<file path="src/rtl/snr_pkg.sv">
package snr_pkg;

    typedef enum logic [1:0] {
        ST_IDLE  = 2'd0,
        ST_CMD   = 2'd1,
        ST_WDATA = 2'd2,
        ST_READ  = 2'd3
    } snr_state_e;

    localparam int NIB_W      = 4;
    localparam int BYTE_W     = 8;
    localparam int CMD_RD_BIT = 6;
    localparam int CMD_AD_BIT = 5;
    localparam int CMD_DT_BIT = 4;

    localparam logic [NIB_W-1:0] ADDR_CTL  = 4'hE;
    localparam logic [NIB_W-1:0] ADDR_TST  = 4'hF;
    localparam int               N_PLAIN   = 14;

    localparam int CTL_BUSY  = 0;
    localparam int CTL_STOP  = 1;
    localparam int CTL_MODE  = 2;
    localparam int CTL_CFLAG = 3;

endpackage

</file>
<file path="src/rtl/snr_sync.sv">
module snr_sync #(
    parameter int           W       = 3,
    parameter int           STAGES  = 2,
    parameter logic [W-1:0] RST_VAL = '0
) (
    input  logic         clk,
    input  logic         rst_n,
    input  logic [W-1:0] d,
    output logic [W-1:0] q
);

    for (genvar i = 0; i < W; i++) begin : g_bit
        logic [STAGES-1:0] chain;

        always_ff @(posedge clk or negedge rst_n) begin
            if (!rst_n) begin
                chain <= {STAGES{RST_VAL[i]}};
            end else begin
                chain <= {chain[STAGES-2:0], d[i]};
            end
        end

        assign q[i] = chain[STAGES-1];
    end

endmodule

</file>
<file path="src/rtl/snr_link.sv">
module snr_link
    import snr_pkg::*;
(
    input  logic             clk,
    input  logic             rst_n,
    input  logic             ce_q,
    input  logic             scl_q,
    input  logic             sda_q,
    input  logic [NIB_W-1:0] rd_data,
    output logic [NIB_W-1:0] rd_addr,
    output logic             scl_rise,
    output logic             wr_en,
    output logic [NIB_W-1:0] wr_addr,
    output logic [NIB_W-1:0] wr_data,
    output logic             sda_out,
    output logic             sda_oe
);

    localparam int CNT_W = $clog2(BYTE_W);

    snr_state_e          state_q, state_d;
    logic                scl_d;
    logic [CNT_W-1:0]    bit_cnt;
    logic [5:0]          shreg;
    logic [6:0]          byte_in;
    logic                byte_end;
    logic                is_addr, is_read, is_data;
    logic [NIB_W-1:0]    addr_q;
    logic [BYTE_W-1:0]   tx_q;

    assign scl_rise = scl_q & ~scl_d;
    assign byte_in  = {shreg, sda_q};
    assign byte_end = scl_rise && (bit_cnt == CNT_W'(BYTE_W - 1));
    assign is_addr  = byte_in[CMD_AD_BIT];
    assign is_read  = byte_in[CMD_RD_BIT];
    assign is_data  = byte_in[CMD_DT_BIT];
    assign rd_addr  = byte_in[NIB_W-1:0];
    assign wr_addr  = addr_q;

    // State register
    always_ff @(posedge clk or negedge rst_n) begin
        if (!rst_n) begin
            state_q <= ST_IDLE;
        end else begin
            state_q <= state_d;
        end
    end

    // Transitions
    always_comb begin
        state_d = state_q;
        if (!ce_q) begin
            state_d = ST_IDLE;
        end else begin
            unique case (state_q)
                ST_IDLE:  state_d = ST_CMD;
                ST_CMD: begin
                    if (byte_end && is_addr) begin
                        state_d = is_read ? ST_READ : ST_WDATA;
                    end
                end
                ST_WDATA: if (byte_end) state_d = ST_CMD;
                ST_READ:  if (byte_end) state_d = ST_CMD;
                default:  state_d = ST_IDLE;
            endcase
        end
    end

    // Outputs
    always_comb begin
        sda_oe  = (state_q == ST_READ);
        sda_out = sda_oe & tx_q[BYTE_W-1];
    end

    // Shift, decode and write strobe
    always_ff @(posedge clk or negedge rst_n) begin
        if (!rst_n) begin
            scl_d   <= 1'b1;
            bit_cnt <= '0;
            shreg   <= '0;
            addr_q  <= '0;
            tx_q    <= '0;
            wr_en   <= 1'b0;
            wr_data <= '0;
        end else begin
            scl_d <= scl_q;
            wr_en <= 1'b0;

            if (!ce_q) begin
                bit_cnt <= '0;
                shreg   <= '0;
            end else if (scl_rise) begin
                bit_cnt <= bit_cnt + 1'b1;
                shreg   <= byte_in[5:0];
            end

            if (ce_q && state_q == ST_CMD && byte_end && is_addr) begin
                addr_q <= byte_in[NIB_W-1:0];
                tx_q   <= {{(BYTE_W-NIB_W){1'b0}}, rd_data};
            end else if (state_q == ST_READ && scl_rise) begin
                tx_q <= {tx_q[BYTE_W-2:0], 1'b0};
            end

            if (ce_q && state_q == ST_WDATA && byte_end && is_data) begin
                wr_en   <= 1'b1;
                wr_data <= byte_in[NIB_W-1:0];
            end
        end
    end

endmodule

</file>
<file path="src/rtl/snr_regs.sv">
module snr_regs
    import snr_pkg::*;
#(
    parameter int BUSY_CYCLES = 64
) (
    input  logic             clk,
    input  logic             rst_n,
    input  logic             wr_en,
    input  logic [NIB_W-1:0] wr_addr,
    input  logic [NIB_W-1:0] wr_data,
    input  logic [NIB_W-1:0] rd_addr,
    output logic [NIB_W-1:0] rd_data
);

    localparam int CW = $clog2(BUSY_CYCLES + 1);

    logic [NIB_W-1:0] cells [N_PLAIN];
    logic [CW-1:0]    adj_cnt;
    logic [NIB_W-1:0] test_q;
    logic             stop_q, mode_q, cflag_q;
    logic             busy;
    logic             plain_wr, ctl_wr, tst_wr;

    assign busy     = (adj_cnt != '0) | test_q[0];
    assign plain_wr = wr_en && (wr_addr < NIB_W'(N_PLAIN)) && !busy;
    assign ctl_wr   = wr_en && (wr_addr == ADDR_CTL);
    assign tst_wr   = wr_en && (wr_addr == ADDR_TST);

    for (genvar i = 0; i < N_PLAIN; i++) begin : g_cell
        logic [NIB_W-1:0] cell_q;

        always_ff @(posedge clk or negedge rst_n) begin
            if (!rst_n) begin
                cell_q <= '0;
            end else if (plain_wr && wr_addr == NIB_W'(i)) begin
                cell_q <= wr_data;
            end
        end

        assign cells[i] = cell_q;
    end

    always_ff @(posedge clk or negedge rst_n) begin
        if (!rst_n) begin
            adj_cnt <= '0;
            mode_q  <= 1'b0;
            cflag_q <= 1'b0;
            stop_q  <= 1'b1;
            test_q  <= '0;
        end else begin
            if (ctl_wr && wr_data[CTL_BUSY]) begin
                adj_cnt <= CW'(BUSY_CYCLES);
            end else if (adj_cnt != '0) begin
                adj_cnt <= adj_cnt - 1'b1;
            end

            if (ctl_wr) begin
                mode_q  <= wr_data[CTL_MODE];
                cflag_q <= wr_data[CTL_CFLAG];
            end

            if (test_q[1]) begin
                stop_q <= 1'b1;
            end else if (ctl_wr && !wr_data[CTL_STOP]) begin
                stop_q <= 1'b0;
            end

            if (tst_wr) begin
                test_q <= wr_data;
            end
        end
    end

    always_comb begin
        unique case (rd_addr)
            ADDR_CTL: rd_data = {cflag_q, mode_q, stop_q, busy};
            ADDR_TST: rd_data = test_q;
            default:  rd_data = cells[rd_addr];
        endcase
    end

endmodule

</file>
<file path="src/rtl/snr_periph.sv">
module snr_periph
    import snr_pkg::*;
#(
    parameter int SYNC_STAGES = 2,
    parameter int BUSY_CYCLES = 64
) (
    input  logic clk,
    input  logic rst_n,
    input  logic ce,
    input  logic scl,
    input  logic sda_in,
    output logic sda_out,
    output logic sda_oe
);

    logic [2:0]       pins_q;
    logic             ce_q, scl_q, sda_q;
    logic             scl_rise;
    logic             wr_en;
    logic [NIB_W-1:0] wr_addr, wr_data, rd_addr, rd_data;

    snr_sync #(
        .W       (3),
        .STAGES  (SYNC_STAGES),
        .RST_VAL (3'b010)
    ) u_sync (
        .clk   (clk),
        .rst_n (rst_n),
        .d     ({sda_in, scl, ce}),
        .q     (pins_q)
    );

    assign ce_q  = pins_q[0];
    assign scl_q = pins_q[1];
    assign sda_q = pins_q[2];

    snr_link u_link (
        .clk      (clk),
        .rst_n    (rst_n),
        .ce_q     (ce_q),
        .scl_q    (scl_q),
        .sda_q    (sda_q),
        .rd_data  (rd_data),
        .rd_addr  (rd_addr),
        .scl_rise (scl_rise),
        .wr_en    (wr_en),
        .wr_addr  (wr_addr),
        .wr_data  (wr_data),
        .sda_out  (sda_out),
        .sda_oe   (sda_oe)
    );

    snr_regs #(
        .BUSY_CYCLES (BUSY_CYCLES)
    ) u_regs (
        .clk     (clk),
        .rst_n   (rst_n),
        .wr_en   (wr_en),
        .wr_addr (wr_addr),
        .wr_data (wr_data),
        .rd_addr (rd_addr),
        .rd_data (rd_data)
    );

endmodule

</file>
<file path="config.mk">
export PLATFORM = sky130hd
export DESIGN_NAME = snr_periph
export DESIGN_NICKNAME = d
export VERILOG_FILES = /design/src/rtl/snr_pkg.sv /design/src/rtl/snr_sync.sv /design/src/rtl/snr_link.sv /design/src/rtl/snr_regs.sv /design/src/rtl/snr_periph.sv
export SDC_FILE = /design/constraint.sdc
export NUM_CORES = 1
export LEC_CHECK = 0
export ABC_AREA = 0
export ABC_CLOCK_PERIOD_IN_PS = 2000
export BUFFER_PORTS_ARGS = -buffer_cell sky130_fd_sc_hd__buf_2
export CAP_MARGIN = 0
export CORE_MARGIN = 10
export CORE_UTILIZATION = 56
export CTS_CLUSTER_SIZE = 8
export DETAILED_ROUTE_END_ITERATION = 8
export HOLD_SLACK_MARGIN = 0.08
export PLACE_DENSITY = 0.77
export SYNTH_ARGS = -nofsm -noshare
export SYNTH_HDL_FRONTEND = slang
export SYNTH_SLANG_ARGS = --single-unit
</file>
<file path="constraint.sdc">
create_clock -name clk -period 2 [get_ports clk]
set_input_delay 0.2 -clock clk [delete_from_list [all_inputs] [get_ports clk]]
set_output_delay 0.2 -clock clk [all_outputs]
set_load 0.1 [all_outputs]
</file>
==> results of run 1 <==
==> cell usage in the layout (no fill, tap or decap), types with 3 or more instances in the layout <==
cell / instances
a211oi_1: 3
a21boi_0: 9
a21oi_1: 6
and2_1: 3
buf_2: 5
buf_4: 30
buf_6: 3
bufinv_16: 3
clkbuf_8: 11
dfrtp_1: 101
dfstp_2: 4
dlygate4sd3_1: 4
inv_1: 4
mux2_2: 55
mux2_4: 16
mux2i_1: 21
mux4_2: 8
nand2_1: 32
nand2b_1: 8
nand3_1: 6
nor2_1: 19
nor2b_1: 4
o21ai_0: 5
o22ai_1: 3
o31ai_1: 5
or3_4: 4
or4_4: 3
xnor2_1: 4
==> area by class of cell <==
type	instances	area [um2]	area share [%]
tap	108	135	2.40
inverter	4	15.0	0.267
sequential	105	2630	46.8
multi-input combinational	250	2240	39.9
clock inverter	4	98.8	1.76
timing repair buffer	43	344	6.12
clock buffer	12	155	2.76
==> how the worst max path moves through the flow <==
stage,start,slack [ns],end,cells past startpoint
floorplan,u_regs.adj_cnt[0],-0.03,u_regs.g_cell[12].cell_q[0],7
global placement,u_regs.adj_cnt[1],-0.06,u_regs.g_cell[12].cell_q[3],6
detailed placement,u_regs.adj_cnt[1],-0.11,u_regs.g_cell[12].cell_q[3],6
CTS,u_regs.adj_cnt[0],-0.06,u_regs.g_cell[1].cell_q[0],6
global route,u_regs.adj_cnt[1],-0.20,u_regs.g_cell[13].cell_q[0],8
finish,u_regs.adj_cnt[1],-0.08,u_regs.g_cell[12].cell_q[1],6
==> state kept, by name, summed over array words and instances, names as in the netlist <==
signal                cells
u_link.bit_cnt            3
u_link.scl_d              1
u_link.shreg              6
u_link.state_q            2
u_link.tx_q               8
u_link.wr_addr            4
u_link.wr_data            4
u_link.wr_en              1
u_regs.adj_cnt            7
u_regs.cflag_q            1
u_regs.g_cell.cell_q     56
u_regs.mode_q             1
u_regs.stop_q             1
u_regs.test_q             4
u_sync.g_bit.chain        6
==> stage by stage <==
step	hold WS (ns)	total power (uW)	setup TNS (ns)	std cells
2_1_floorplan	-0.0956	2240	-0.313	381
3_3_place_gp	0.161	2310	-0.629	502
3_5_place_dp	0.165	2310	-2.07	502
4_1_cts	0.299	3930	-1.39	523
5_1_grt	0.317	4020	-6.48	526
6_report	0.293	3880	-1.80	526
==> metal layers <==
layer	share of wire, %	vias to the layer above	GRT usage, %
met5	0	-	0
met4	1.6	0	4.99
met3	3.8	16	3.20
met2	50	72	26.2
met1	45	1607	20.7
li1	-	1430	-
==> cell usage after synthesis (2+ instances only) <==
| library cell | n |
|---|---|
| o22ai_1 | 3 |
| a211oi_1 | 3 |
| clkbuf_1 | 14 |
| a21boi_0 | 9 |
| ha_1 | 3 |
| or3_1 | 5 |
| inv_1 | 4 |
| nor2_1 | 21 |
| mux2i_1 | 21 |
| and2_1 | 3 |
| buf_1 | 2 |
| mux4_2 | 8 |
| o211ai_1 | 2 |
| o31ai_1 | 5 |
| nor2b_1 | 4 |
| mux2_2 | 59 |
| nand3b_1 | 2 |
| buf_2 | 5 |
| or3b_2 | 2 |
| xnor2_1 | 4 |
| a21oi_1 | 6 |
| nand2b_1 | 8 |
| or4_1 | 3 |
| dfrtp_1 | 101 |
| nand3_1 | 7 |
| nor3_1 | 4 |
| nand2_1 | 33 |
| mux2_4 | 12 |
| dfstp_2 | 4 |
| o21ai_0 | 5 |
==> power by group <==
group          leakage, uW  internal (uW)  switching [uW]  total, uW
sequential         0.00144           2140            12.2       2150
clock             0.000127            905             706       1610
combinational      0.00112           46.5            77.3        124
total              0.00268           3090             795       3880
==> timing repair <==
| item | CTS | global route |
|---|---|---|
| buffers inserted | 1 | 3 |
| pin swaps | 1 | 13 |
| hold buffers | 4 | 0 |
| endpoints found under the setup margin | 56 | 62 |
| resized for setup | 9 | 15 |
| endpoints found under the hold margin | 30 | 0 |
==> kinds of logic after synthesis <==
group                      share of synthesized area, %
muxes                                              25.2
AOI/OAI and AO/OA                                  5.53
DFF                                                53.8
and+or+nand+nor                                    11.7
xor gates and xnor gates                          0.716
adders and majority gates                         0.768
buffers and inverters                              2.20
==> results.sh, run 1 <==
export IMPL_status="finished with violations"
export IMPL_violations="negative setup slack"
export IMPL_core_area_um2=8590
export IMPL_cts_sinks=105
export IMPL_finClkSkew_ns=0.0100
export IMPL_layout_setup_ws_ns=-0.0815
export IMPL_r2r_cells=6
export IMPL_clkSlewWorstSetupHoldPaths_ns=0.10
export IMPL_pin_count=7
export IMPL_drive_gt1_share_pct=38.0
export IMPL_maxSlewHeadroom_pct=58.7
export IMPL_chipHeight_um=113
export IMPL_finalSetupViolCount=40
export IMPL_syn_nets=389
export IMPL_rows=34
export IMPL_ys_seq_area_share_pct=53.8
export IMPL_finish_utilization_pct=65.4
export IMPL_crit_fanout=5
export IMPL_clk_path_buf_depth=2
export IMPL_post_place_ws_ns=-0.108
export IMPL_critPathArrivalTime_ns=2.34
export IMPL_cts_tree="built"
export IMPL_synth_top_area_cell="dfrtp_1"
export IMPL_start_util_pct=56.9
export IMPL_min_period_over_period_pct=104
export IMPL_crit_buf_inv=1
export IMPL_period_needed_ns=2.08
export IMPL_antenna_found_initial=0
export IMPL_wl_per_cell_um=18.9
export IMPL_ant_nets=0
export IMPL_placed_area_um2=5200
export IMPL_ys_warn_count=0
export IMPL_hpwl_um=6740
export IMPL_synth_avg_cell_area_um2=12.8
export IMPL_nets=421
export IMPL_synth_cell_type_count=49
export IMPL_fillCellCount=649
export IMPL_die_x_um=113
export IMPL_drtIter0Drc=161
export IMPL_synth_top_area_share_pct=51.7
export IMPL_synth_area_leaders="dfrtp_1 (52%), mux2_2 (14%), mux2i_1 (4.3%)"
export IMPL_critPathKind="register to register"
export IMPL_async_flop_share_pct=100
export IMPL_rsz0062_at_grt="true"
export IMPL_wl_um=9940
export IMPL_routed_via_density=5.94
export IMPL_max_freq_ghz=0.480
export IMPL_drv_cap=0
export IMPL_first_global_vias=3176
export IMPL_cellPowerDensity_nw_per_um2=690
export IMPL_worstPathRequired_ns=2.26
export IMPL_vdd_drop_max_v=0.000632
export IMPL_slowest_stage="or4_4"
export IMPL_io_buffer_count=6
export IMPL_clk_latency_ns=0.37
export IMPL_cpPeakStageDelay_ns=0.50
export IMPL_via_count=3125
export IMPL_numCtsBuffers=9
export IMPL_cp_top_family="simple AND/OR/NAND/NOR gates"
export IMPL_endpoint_kind="register"
export IMPL_synth_ff_type="dfrtp_1"
export IMPL_path_cells="inv_1 -> ha_2 -> nor3b_4 -> nand4b_4 -> or4_4 -> mux2_4"
export IMPL_dr_pass1_iters=5
export IMPL_drc=0
export IMPL_setup_worst_path_start_class="register"
export IMPL_overflow=0
export IMPL_synthesis_area_um2=4890
export IMPL_fin_area_um2=5620
export IMPL_diodes=0
export IMPL_synth_edf_count=0
export IMPL_r2r_end="u_regs.g_cell[12].cell_q[1]"
export IMPL_die_area_um2=12900
export IMPL_gp_congestion=0.853
export IMPL_area_delta_synth_final_pct=15.0
export IMPL_holdCritPathClass="input port to asynchronous set/reset pin"
export IMPL_grt_pass1_wl_um=16500
export IMPL_h_tree_depth=3
export IMPL_synth_cells=381
export IMPL_hold_viol=0
export IMPL_drv_slew=0
export IMPL_clockRootBuffer="clkbuf_8"
export IMPL_rr_startpoint="u_regs.adj_cnt[1]"
export IMPL_reg2reg_slack_ns=-0.08
export IMPL_worstMarginPinSlew_ns=0.619
export IMPL_grt_max_degree=45
export IMPL_grt_usage_pct=15.9
export IMPL_p_leak_uw=0.00268
export IMPL_ys_ff_latch=105
(Power assumes the default switching activity.)
==> run 2: changes to the inputs <==
--- a/config.mk
+++ b/config.mk
@@ -6,15 +6,15 @@
 export NUM_CORES = 1
 export LEC_CHECK = 0
 export ABC_AREA = 0
-export ABC_CLOCK_PERIOD_IN_PS = 2000
+export ABC_CLOCK_PERIOD_IN_PS = 2400
 export BUFFER_PORTS_ARGS = -buffer_cell sky130_fd_sc_hd__buf_2
 export CAP_MARGIN = 0
 export CORE_MARGIN = 10
-export CORE_UTILIZATION = 56
+export CORE_UTILIZATION = 65
 export CTS_CLUSTER_SIZE = 8
 export DETAILED_ROUTE_END_ITERATION = 8
 export HOLD_SLACK_MARGIN = 0.08
-export PLACE_DENSITY = 0.77
+export PLACE_DENSITY = 0.82
 export SYNTH_ARGS = -nofsm -noshare
 export SYNTH_HDL_FRONTEND = slang
 export SYNTH_SLANG_ARGS = --single-unit
==> constraint.sdc (replaced) <==
create_clock -name clk -period 2.4 [get_ports clk]
set_input_delay 0.24 -clock clk [delete_from_list [all_inputs] [get_ports clk]]
set_output_delay 0.24 -clock clk [all_outputs]
set_load 0.1 [all_outputs]
==> run 2 against run 1 <==
  * Clock power decreased by 32%
  * Global-route usage increased by 2.3 points
  * The run now ends clean
  * Utilization increased by 7.0 points
  * Largest power group unchanged
  * Highest routed layer unchanged
  * Worst hold slack improved by 0.065 ns
  * Critical endpoint is now u_regs.g_cell[5].cell_q[3]
  * Final cell count decreased by 5.9%
  * Register-to-register slack improved by 0.23 ns
  * Critical path type unchanged
==> results.sh, run 2 (synthesis results as in run 1) <==
export IMPL_drv_slew=0
export IMPL_die_x_um=107
export IMPL_grt_usage_pct=18.2
export IMPL_overflow=0
export IMPL_clk_latency_ns=0.37
export IMPL_finish_utilization_pct=72.5
export IMPL_drive_gt1_share_pct=30.6
export IMPL_routed_via_density=6.04
export IMPL_switchingPower_uw=683
export IMPL_maxSlewHeadroom_pct=55.9
export IMPL_cts_sinks=105
export IMPL_critPathArrivalTime_ns=2.51
export IMPL_gp_congestion=0.822
export IMPL_p_int_uw=2310
export IMPL_pwr_share_seq_pct=60.0
export IMPL_first_global_vias=3236
export IMPL_clkPwrFrac_pct=36.9
export IMPL_min_period_over_period_pct=93.7
export IMPL_rsz0062_at_grt="false"
export IMPL_hold_viol=0
export IMPL_wl_um=9620
export IMPL_vdd_drop_max_v=0.000390
export IMPL_rows=31
export IMPL_endpoint_kind="register"
export IMPL_ant_nets=0
export IMPL_worstPathRequired_ns=2.66
export IMPL_start_util_pct=67.1
export IMPL_clkSlewWorstSetupHoldPaths_ns=0.10
export IMPL_diodes=0
export IMPL_final_cell_mix="dfrtp_1 (101), mux2_2 (59), nand2_1 (33)"
export IMPL_seq_area_um2=2630
export IMPL_worstMarginPinSlew_ns=0.661
export IMPL_dr_pass1_iters=4
export IMPL_p_leak_uw=0.00251
export IMPL_drc=0
export IMPL_cellPowerDensity_nw_per_um2=566
export IMPL_switching_share_pct=22.8
export IMPL_clk_path_buf_depth=2
export IMPL_h_tree_depth=3
export IMPL_slowest_stage="or4_1"
export IMPL_fin_area_um2=5290
export IMPL_status="finished clean"
export IMPL_postCtsSetupRepairBufs=0
export IMPL_crit_fanout=6
export IMPL_numCtsBuffers=9
export IMPL_wl_per_cell_um=19.4
export IMPL_drtIter0Drc=129
export IMPL_largest_register="u_regs.g_cell.cell_q"
export IMPL_hpwl_um=6690
export IMPL_final_common_cell="dfrtp_1"
export IMPL_critPathKind="register to register"
export IMPL_nets=399
export IMPL_reg_largest_list="u_regs.g_cell.cell_q x56, u_link.tx_q x8, u_regs.adj_cnt x7"
export IMPL_multi_input_area_um2=2150
export IMPL_chipHeight_um=107
export IMPL_grt_pass1_wl_um=16600
export IMPL_max_freq_ghz=0.444
export IMPL_fin_hold_ws_ns=0.357
export IMPL_finalSetupViolCount=0
export IMPL_clockRootBuffer="clkbuf_8"
export IMPL_fillCellCount=510
export IMPL_io_buffer_count=6
export IMPL_grt_max_degree=45
export IMPL_pin_count=7
export IMPL_die_area_um2=11400
export IMPL_finalSetupTns_ns=0
export IMPL_placed_area_um2=5050
export IMPL_drv_cap=0
export IMPL_largest_reg_flops=56
export IMPL_cts_tree="built"
export IMPL_cpPeakStageDelay_ns=0.59
export IMPL_core_area_um2=7290
export IMPL_via_count=2989
export IMPL_period_needed_ns=2.25
export IMPL_setup_worst_path_start_class="register"
export IMPL_power_frac_comb_pct=3.2
export IMPL_path_cells="inv_1 -> ha_1 -> nor3b_4 -> nand4b_4 -> or4_1 -> mux2_4"
export IMPL_finClkSkew_ns=0.0126
export IMPL_antenna_found_initial=0
export IMPL_area_delta_synth_final_pct=8.08
export IMPL_holdCritPathClass="register to register"
-- run 2: cell type report --
class,instances,area share (%)
Clock buffer,11,2.49
Inverter,4,0.284
Multi-Input combinational cell,250,40.7
Timing Repair Buffer,21,3.17
Tap cell,99,2.34
Clock inverter,5,1.23
Sequential cell,105,49.8
-- run 2: worst paths after layout --
kind                                               start                          to  slack [ns]  cells after the start
worst max register to register         u_regs.adj_cnt[0]  u_regs.g_cell[5].cell_q[3]        0.15                      6
max in group asynchronous                          rst_n  u_regs.g_cell[5].cell_q[0]        1.34                      3
worst max-delay path                   u_regs.adj_cnt[0]  u_regs.g_cell[5].cell_q[3]        0.15                      6
min in group asynchronous                          rst_n    u_sync.g_bit[0].chain[1]        0.40                      2
worst min-delay path            u_sync.g_bit[0].chain[0]    u_sync.g_bit[0].chain[1]        0.36                      0
worst min register to register  u_sync.g_bit[0].chain[0]    u_sync.g_bit[0].chain[1]        0.36                      0
-- run 2: worst max-delay path, delay by kind of cell (launching register included) --
kind,cells,cell delay [ns]
buffers and inverters,1,0.06
and+or+nand+nor,3,1.13
DFF,1,0.41
muxes,1,0.35
adders and majority gates,1,0.19
-- run 2: power groups by stage --
stage               sequential (uW)  combinational [uW]  clock, uW
floorplan                      1820                43.0          0
global placement               1830                90.2          0
detailed placement             1830                92.3          0
CTS                            1790                97.6       1120
global route                   1800                 105       1190
finish                         1790                94.3       1100
-- run 2: timing repair --
item                       in CTS  in global routing
hold buffers                    4                  0
setup endpoints to repair       0                  0
hold endpoints to repair       40                  0
resized for setup               0                  0
-- run 2: per-layer routing --
metal	GRT usage (%)	vias to the layer above	part of all wire, %
li1	-	1384	-
met1	23.5	1533	44
met2	30.1	56	50
met3	2.87	16	3.7
met4	7.16	0	1.6
met5	0	-	0
-- run 2: stage by stage --
stage | worst slack (ns) | total power (uW) | std cells
after detailed placement | 0.152 | 1920 | 475
after CTS | 0.134 | 3010 | 495
after global routing | 0.00416 | 3090 | 495
final | 0.150 | 2990 | 495
after floorplan | 0.373 | 1860 | 381
after global placement | 0.244 | 1920 | 475
